**config.mk**
```make
export PLATFORM = sky130hd
export DESIGN_NAME = sweep_cal_div
export DESIGN_NICKNAME = d
export VERILOG_FILES = /design/src/rtl/cald_pkg.sv /design/src/rtl/cald_ratio_rom.sv /design/src/rtl/cald_phase_timer.sv /design/src/rtl/sweep_cal_div.sv
export SDC_FILE = /design/constraint.sdc
export NUM_CORES = 1
export LEC_CHECK = 0
export BUFFER_PORTS_ARGS = -buffer_cell sky130_fd_sc_hd__buf_2
export CORE_ASPECT_RATIO = 0.5
export CORE_UTILIZATION = 60
export CTS_BUF_LIST = sky130_fd_sc_hd__clkbuf_2 sky130_fd_sc_hd__clkbuf_4 sky130_fd_sc_hd__clkbuf_8
export DETAILED_ROUTE_END_ITERATION = 12
export PLACE_DENSITY = 0.77
export SLEW_MARGIN = 10
export SYNTH_ARGS = -nofsm -noshare
export SYNTH_HDL_FRONTEND = slang
export SYNTH_SLANG_ARGS = --single-unit
```
**constraint.sdc**
```tcl
create_clock -name clk -period 7 [get_ports clk]
set_clock_uncertainty 0.15 [all_clocks]
set_input_delay 0.7 -clock clk [delete_from_list [all_inputs] [get_ports clk]]
set_output_delay 0.7 -clock clk [all_outputs]
set_load 0.01 [all_outputs]
```
**src/rtl/cald_pkg.sv**
```systemverilog
package cald_pkg;

  typedef enum logic [1:0] {
    PH_LO   = 2'd0,
    PH_HI   = 2'd1,
    PH_PASS = 2'd2
  } cald_phase_e;

  // Divide ratio for a sweep index: 1-2-5 steps above lo_code, clamped both ends.
  function automatic longint unsigned cald_ratio(input int code, input int lo_code,
                                                 input int decades);
    int step;
    longint unsigned n;
    if (code <= lo_code) return 64'd1;
    step = code - lo_code;
    if (step > 3 * decades) step = 3 * decades;
    n = 64'd1;
    for (int d = 0; d < step / 3; d++) n = n * 64'd10;
    case (step % 3)
      1:       n = n * 64'd2;
      2:       n = n * 64'd5;
      default: n = n;
    endcase
    return n;
  endfunction

endpackage

```
**src/rtl/cald_ratio_rom.sv**
```systemverilog
module cald_ratio_rom #(
  parameter int CODE_W  = 5,
  parameter int LO_CODE = 4,
  parameter int DECADES = 6,
  parameter int CNT_W   = 20
) (
  input  logic              clk,
  input  logic              rst,
  input  logic [CODE_W-1:0] code_i,
  output logic              byp_o,
  output logic [CNT_W-1:0]  hi_o,
  output logic [CNT_W-1:0]  lo_o
);
  import cald_pkg::*;

  localparam int DEPTH   = 1 << CODE_W;
  localparam int WORD_W  = 2 * CNT_W + 1;
  localparam int HI_CODE = LO_CODE + 3 * DECADES;
  localparam longint unsigned MAX_N = cald_ratio(HI_CODE, LO_CODE, DECADES);

  logic [WORD_W-1:0] rom [DEPTH];
  logic [WORD_W-1:0] word_q;

  // Table computed at elaboration: {pass-through, high length, low length}.
  for (genvar g = 0; g < DEPTH; g++) begin : g_entry
    localparam longint unsigned NG = cald_ratio(g, LO_CODE, DECADES);
    assign rom[g] = {(NG == 64'd1), CNT_W'((NG + 64'd1) / 64'd2), CNT_W'(NG / 64'd2)};
  end

  // Registered read, loaded also during reset so the first period is valid.
  always_ff @(posedge clk) word_q <= rom[code_i];

  assign byp_o = word_q[WORD_W-1];
  assign hi_o  = word_q[2*CNT_W-1:CNT_W];
  assign lo_o  = word_q[CNT_W-1:0];

  a_r3_slow_clamp: assert property (@(posedge clk) disable iff (rst)
    (int'(code_i) >= HI_CODE) |=> (longint'(hi_o) + longint'(lo_o) == longint'(MAX_N)));

  a_r4_fast_clamp: assert property (@(posedge clk) disable iff (rst)
    (int'(code_i) <= LO_CODE) |=> byp_o);

  a_r5_split: assert property (@(posedge clk) disable iff (rst)
    !byp_o |-> (hi_o == lo_o || hi_o == lo_o + CNT_W'(1)));

endmodule

```
**src/rtl/cald_phase_timer.sv**
```systemverilog
module cald_phase_timer #(
  parameter int CNT_W = 20
) (
  input  logic                  clk,
  input  logic                  rst,
  input  logic                  nx_byp,
  input  logic [CNT_W-1:0]      nx_hi,
  input  logic [CNT_W-1:0]      nx_lo,
  output cald_pkg::cald_phase_e ph_o,
  output logic                  tc_o
);
  import cald_pkg::*;

  cald_phase_e      ph_q;
  logic [CNT_W-1:0] cnt_q;
  logic [CNT_W-1:0] lo_q;
  logic             tc_q;

  always_ff @(posedge clk) begin
    if (rst) begin
      ph_q  <= PH_LO;
      cnt_q <= CNT_W'(1);
      lo_q  <= CNT_W'(1);
      tc_q  <= 1'b0;
    end else begin
      tc_q <= 1'b0;
      unique case (ph_q)
        PH_PASS: begin
          tc_q <= 1'b1;
          if (!nx_byp) begin
            ph_q  <= PH_HI;
            cnt_q <= nx_hi;
            lo_q  <= nx_lo;
          end
        end
        PH_HI: begin
          if (cnt_q == CNT_W'(1)) begin
            ph_q  <= PH_LO;
            cnt_q <= lo_q;
          end else begin
            cnt_q <= cnt_q - CNT_W'(1);
          end
        end
        PH_LO: begin
          if (cnt_q == CNT_W'(1)) begin
            // Period boundary: the only point where a new ratio is adopted.
            tc_q <= 1'b1;
            if (nx_byp) begin
              ph_q <= PH_PASS;
            end else begin
              ph_q  <= PH_HI;
              cnt_q <= nx_hi;
              lo_q  <= nx_lo;
            end
          end else begin
            cnt_q <= cnt_q - CNT_W'(1);
          end
        end
        default: ph_q <= PH_LO;
      endcase
    end
  end

  assign ph_o = ph_q;
  assign tc_o = tc_q;

  a_r6_single_tc: assert property (@(posedge clk) disable iff (rst)
    (tc_q && ph_q != PH_PASS) |=> !tc_q);

  a_r6_tc_on_rise: assert property (@(posedge clk) disable iff (rst)
    (ph_q == PH_HI && $past(ph_q) != PH_HI) |-> tc_q);

  a_r7_hold_in_phase: assert property (@(posedge clk) disable iff (rst)
    (ph_q != PH_PASS && cnt_q != CNT_W'(1)) |=> (ph_q == $past(ph_q)));

  a_r5_cnt_live: assert property (@(posedge clk) disable iff (rst)
    (ph_q != PH_PASS) |-> (cnt_q != '0));

endmodule

```
**src/rtl/sweep_cal_div.sv**
```systemverilog
module sweep_cal_div #(
  parameter int CODE_W  = 5,
  parameter int LO_CODE = 4,
  parameter int DECADES = 6
) (
  input  logic              clk,
  input  logic              rst,
  input  logic [CODE_W-1:0] sweep_code,
  output logic              cal_out,
  output logic              cal_tc
);
  import cald_pkg::*;

  localparam longint unsigned MAX_N = cald_ratio(LO_CODE + 3 * DECADES, LO_CODE, DECADES);
  localparam int CNT_W = $clog2(MAX_N + 64'd1);

  logic             nx_byp;
  logic [CNT_W-1:0] nx_hi;
  logic [CNT_W-1:0] nx_lo;
  cald_phase_e      ph;
  logic             tc;

  cald_ratio_rom #(
    .CODE_W (CODE_W),
    .LO_CODE(LO_CODE),
    .DECADES(DECADES),
    .CNT_W  (CNT_W)
  ) u_rom (
    .clk   (clk),
    .rst   (rst),
    .code_i(sweep_code),
    .byp_o (nx_byp),
    .hi_o  (nx_hi),
    .lo_o  (nx_lo)
  );

  cald_phase_timer #(
    .CNT_W(CNT_W)
  ) u_timer (
    .clk   (clk),
    .rst   (rst),
    .nx_byp(nx_byp),
    .nx_hi (nx_hi),
    .nx_lo (nx_lo),
    .ph_o  (ph),
    .tc_o  (tc)
  );

  // Divide-by-one cannot be registered: the reference itself is gated out.
  assign cal_out = (ph == PH_PASS) ? clk : (ph == PH_HI);
  assign cal_tc  = tc;

  a_r4_pass_strobe: assert property (@(posedge clk) disable iff (rst)
    (ph == PH_PASS) |-> cal_tc);

  a_r1_idle_after_reset: assert property (@(posedge clk) disable iff (rst)
    (ph == PH_PASS) |-> $past(nx_byp));

endmodule

```
Word-level counts from Yosys, hierarchy flattened

Memories as Yosys holds them, arrays and structs flattened. A register that Yosys moved wholly into a read port is not among the register bits.
Index checks and enable logic that the tools add are counted.

Input port bits: 7
Memories: 1
Logic and storage cells: 33
Memory bits (read-only): 1312
Register bits: 43

Bitwise logic cells: 1
Mux-type cells: 15
$add $sub $neg: 1
Reduce and logical (&&, ||, !) cells: 5
Eq/ne operators: 6

Memories:

| memory          | words | width | read ports | clocked after Yosys merged registers in | wr ports | RTL line             | RTL |
|---|---|---|---|---|---|---|---|
| (no name shown) | 32    | 41    | 1          | 1                                       | 0        | cald_ratio_rom.sv:31 | `always_ff @(posedge clk) word_q <= rom[code_i];` |

Operators by type and width:

| kind                    | count |
|---|---|
| $mux W20                | 5 |
| $pmux W20 S3            | 1 |
| $pmux W20 S2            | 1 |
| $eq A20 B1 Y1 const B   | 1 |
| $sub A20 B1 Y20 const B | 1 |
| $mux W2                 | 4 |
| $not A5 Y6              | 1 |
| $pmux W2 S3             | 1 |
| $ne A2 B1 Y1 const B    | 2 |
| $reduce_and A3 Y1       | 1 |
| $reduce_bool A3 Y1      | 1 |
| $eq A2 B1 Y1 const B    | 1 |
| $eq A2 B2 Y1 const B    | 1 |
| $logic_not A2 Y1        | 1 |
| $mux W1                 | 2 |
| $ne A2 B2 Y1 const B    | 1 |
| $pmux W1 S2             | 1 |
| $reduce_and A2 Y1       | 1 |
| $reduce_bool A2 Y1      | 1 |

Longest topological paths before layout

Word-level depth: 3
Gate-level depth with buffers: 10
Depth with buffers taken out: 7

By module

A second synthesis with hierarchy kept.

Cell total of the unflattened synthesis: 463
Area total of the unflattened synthesis: 3724.8 um2

Modules (own cells, without submodules):

| module           | area each (um2) | instances | cells an instance |
|---|---|---|---|
| cald_phase_timer | 2673.8          | 1         | 345 |
| cald_ratio_rom   | 1031.0          | 1         | 115 |
| sweep_cal_div    | 20.0            | 1         | 3 |

==> metrics.log <==
INFO  metric worst_hold_path.num_cells = 2
INFO  metric hpwlAfterDp = 5690 microns
INFO  metric synth_area_per_inst = 8.040 sq um
INFO  metric synthCells = 423
INFO  metric track_usage = 0.3292
INFO  metric synth_fp_nets = 438
INFO  metric average_wire_per_standard_cell = 18.59 microns
INFO  metric critical_path.endpoint_type = output port
INFO  metric layout_setup_ws = 2.095 ns
INFO  metric 1st_iter_drt_viols = 361
INFO  metric antenna_cells = 0
INFO  metric worst_hold_path_type = reg2reg
INFO  metric setup_viol_count_final = 0
INFO  metric timing.rr.start = u_timer.cnt_q[5]
INFO  metric core-area = 5180 sq um
INFO  metric fp.dieArea = 5991 sq um
INFO  metric power_density = 414.8 nW/um^2
INFO  metric ys_dominant_reg_cell = sky130_fd_sc_hd__dfxtp_1
INFO  metric peakVddDrop = 0.1983 mV
INFO  metric worstSetupStartpointType = clock port
INFO  metric die_height = 55.24 microns
INFO  metric overflow = 0
INFO  metric grt_pass1_wl = 14,810 microns
INFO  metric timing.critical_path.fanout_max = 2
INFO  metric detail_route.drc_violations = 0
INFO  metric postCtsSetupBuffers = 0
INFO  metric max_cap_viol_count = 0
INFO  metric reg2regPathDepth = 5
INFO  metric yosys_warnings = 0
INFO  metric cts-resized-gates = 0
INFO  metric synthDistinctLibCells = 57
INFO  metric crit_arrival = 4.06 ns
INFO  metric synth-seq-area-share = 0.3709
INFO  metric tritoncts = yes
INFO  metric r2r_slack = 3.73 ns
INFO  metric drive_gt1_frac = 0.1111
INFO  metric slew-limit-headroom = 0.3241
INFO  metric holdBufCountCts = 0
INFO  metric final-max-slew-violation-count = 0
INFO  metric design.final.nets = 424
INFO  metric post_place_setup_slack = 2.388 ns
INFO  metric routed_wirelength = 8998 microns
INFO  metric gp_routability_congestion = 0.8981
INFO  metric outcome = finished, final reports clean
INFO  metric synth-seq-cells = 63
INFO  metric worstSetupPathType = clk2out
INFO  metric crit_path_capture = cal_out
INFO  metric setup-tns-final = 0 ns
INFO  metric count_of_standard_cell_rows = 18
INFO  metric placement.io_buffers = 8
INFO  metric clock_latency_reported_for_the_late_side_of_the_worst_skew_pair = 0.46 ns
INFO  metric synth-async-reset-ratio = 0
INFO  metric routed-via-count = 3,290
INFO  metric grt_max_degree = 43
INFO  metric die_width = 108.5 microns
INFO  metric netlist_area_pre_place = 3401 sq um
INFO  metric max_slew.worst_pin.slew = 1.012 ns
INFO  metric antenna_violations_before_repair = 0
INFO  metric detail-route-antenna-nets = 0
INFO  metric critical_path.reg2reg.endpoint = u_timer.cnt_q[6]
INFO  metric grt_setup_unrepaired = false
INFO  metric synth_edf_count = 0
INFO  metric grt_pass1_vias = 2,919
INFO  metric p_leak = 1.365 nW
INFO  metric worst_ep_required_time = 6.15 ns
INFO  metric areaGrowthSynthToFinish = 7.653%
INFO  metric floorplan.io_pins = 9
INFO  metric floorplan.initialDensity = 0.6565
INFO  metric drt-pass1-iter-count = 9
INFO  metric hold_viol = 0
INFO  metric timing.critical_path.from = clk
INFO  metric clkSlewWorstSetupHoldPaths = 0.08 ns
INFO  metric vias_per_cell = 6.798
-- power breakdown --
part	switching [mW]	internal, mW	leakage, nW
registers	0.0757	0.422	0.516
clock network	0.170	0.243	0.144
logic	0.397	0.211	0.705
total	0.642	0.876	1.36
-- cell usage after synthesis (all sizes together), types with 2 or more instances --
library cell	number	area [sq um]
a21o	3	22.52
or2	3	18.77
or4	6	52.55
o21ai	32	171.4
a31o	2	17.52
a211oi	4	30.03
xor2	4	35.03
nand3	25	125.1
mux2i	3	30.03
o31ai	5	37.54
a21oi	48	240.2
nor4b	3	41.29
and3	2	12.51
ha	8	100.1
xnor2	4	35.03
o22ai	7	43.79
o211a	3	30.03
buf	7	42.54
nor3	12	60.06
nand2b	6	37.54
inv	9	33.78
clkbuf	32	120.1
or3	5	31.28
nand4b	3	26.28
o211ai	3	22.52
nor4	12	90.09
a311oi	2	17.52
o2111ai	2	17.52
a2111oi	6	52.55
nor2b	12	75.07
o21a	5	37.54
dfxtp	63	1261
a31oi	5	31.28
a211o	2	17.52
nor2	34	127.6
nand2	22	82.58
o32ai	2	17.52
mux2	4	45.04
a32o	2	20.02
-- flip-flops by register name (all words and copies together) (netlist names) --
name and flops:
u_rom.word_q 21, u_timer.cnt_q 20, u_timer.lo_q 19, u_timer.ph_o 2, u_timer.tc_o 1
-- placed cells by master, fill, tap and decap left out, types with 4 or more instances in the layout --
master                      count
sky130_fd_sc_hd__or4_1          4
sky130_fd_sc_hd__nand2b_1       6
sky130_fd_sc_hd__a31oi_1        5
sky130_fd_sc_hd__a2111oi_0      6
sky130_fd_sc_hd__nor2b_1       12
sky130_fd_sc_hd__nor3_1        12
sky130_fd_sc_hd__xor2_1         4
sky130_fd_sc_hd__nor4_1        11
sky130_fd_sc_hd__o21a_1         5
sky130_fd_sc_hd__o21ai_0       31
sky130_fd_sc_hd__o22ai_1        7
sky130_fd_sc_hd__nand2_1       22
sky130_fd_sc_hd__nand3_1       25
sky130_fd_sc_hd__dfxtp_1       63
sky130_fd_sc_hd__a21oi_1       47
sky130_fd_sc_hd__inv_1          9
sky130_fd_sc_hd__o31ai_1        5
sky130_fd_sc_hd__ha_1           8
sky130_fd_sc_hd__or3_1          5
sky130_fd_sc_hd__clkbuf_8      12
sky130_fd_sc_hd__mux2_2         4
sky130_fd_sc_hd__a211oi_1       4
sky130_fd_sc_hd__buf_2          8
sky130_fd_sc_hd__nor2_1        34
sky130_fd_sc_hd__xnor2_1        4
-- per-layer routing --
layer	wire length, microns	GRT usage
met3	1160	0.1240
met4	203	0.1120
met1	4037	0.4751
met5	0	0
met2	3597	0.4439
-- how the worst min path moves through the flow --
stage | start | to
2_1_floorplan | u_timer.lo_q[0] | u_timer.lo_q[0]
3_3_place_gp | u_rom.word_q[30] | u_timer.lo_q[10]
3_5_place_dp | u_rom.word_q[30] | u_timer.lo_q[10]
4_1_cts | u_rom.word_q[30] | u_timer.lo_q[10]
5_1_grt | u_rom.word_q[30] | u_timer.lo_q[10]
6_report | u_rom.word_q[30] | u_timer.lo_q[10]
-- final cells by class --
cell class,instances,area (sq um)
clock buffer,13,170.2
clock inverter,7,103.9
fill,437,1519
inverter,10,37.54
multi-input combinational,311,1943
sequential,63,1261
tap,70,87.58
timing repair buffer,10,57.56
-- per-stage QoR --
step	power, mW	cells	hold WS (ns)	util	area [sq um]
final	1.518	484	0.3098	0.7068	3661
after global routing	1.603	484	0.3231	0.7068	3661
after CTS	1.499	484	0.3131	0.7068	3661
after detailed placement	1.083	465	0.3110	0.6548	3392
after global placement	1.066	465	0.3037	0.6548	3392
after floorplan	0.9700	423	0.2857	-	3401
-- worst max-delay path, stage by stage --
cell	delay (ns)
sky130_fd_sc_hd__clkbuf_8	0.11
sky130_fd_sc_hd__clkbuf_8	0.12
sky130_fd_sc_hd__nand2_1	0.06
sky130_fd_sc_hd__o21ai_0	0.09
sky130_fd_sc_hd__buf_2	0.18
-- logic make-up (layout without fill, tap and decap cells) --
| logic type | after synthesis | in the layout | share of synthesized area |
|---|---|---|---|
| fa+ha+maj | 8 | 8 | 0.02943 |
| flops | 63 | 63 | 0.3709 |
| compound gates | 140 | 140 | 0.2616 |
| mux | 7 | 7 | 0.02207 |
| xor+xnor | 8 | 8 | 0.02060 |
| simple gates | 148 | 148 | 0.2366 |
| buf+inv | 49 | 40 | 0.05887 |
(Power assumes the default switching activity.)
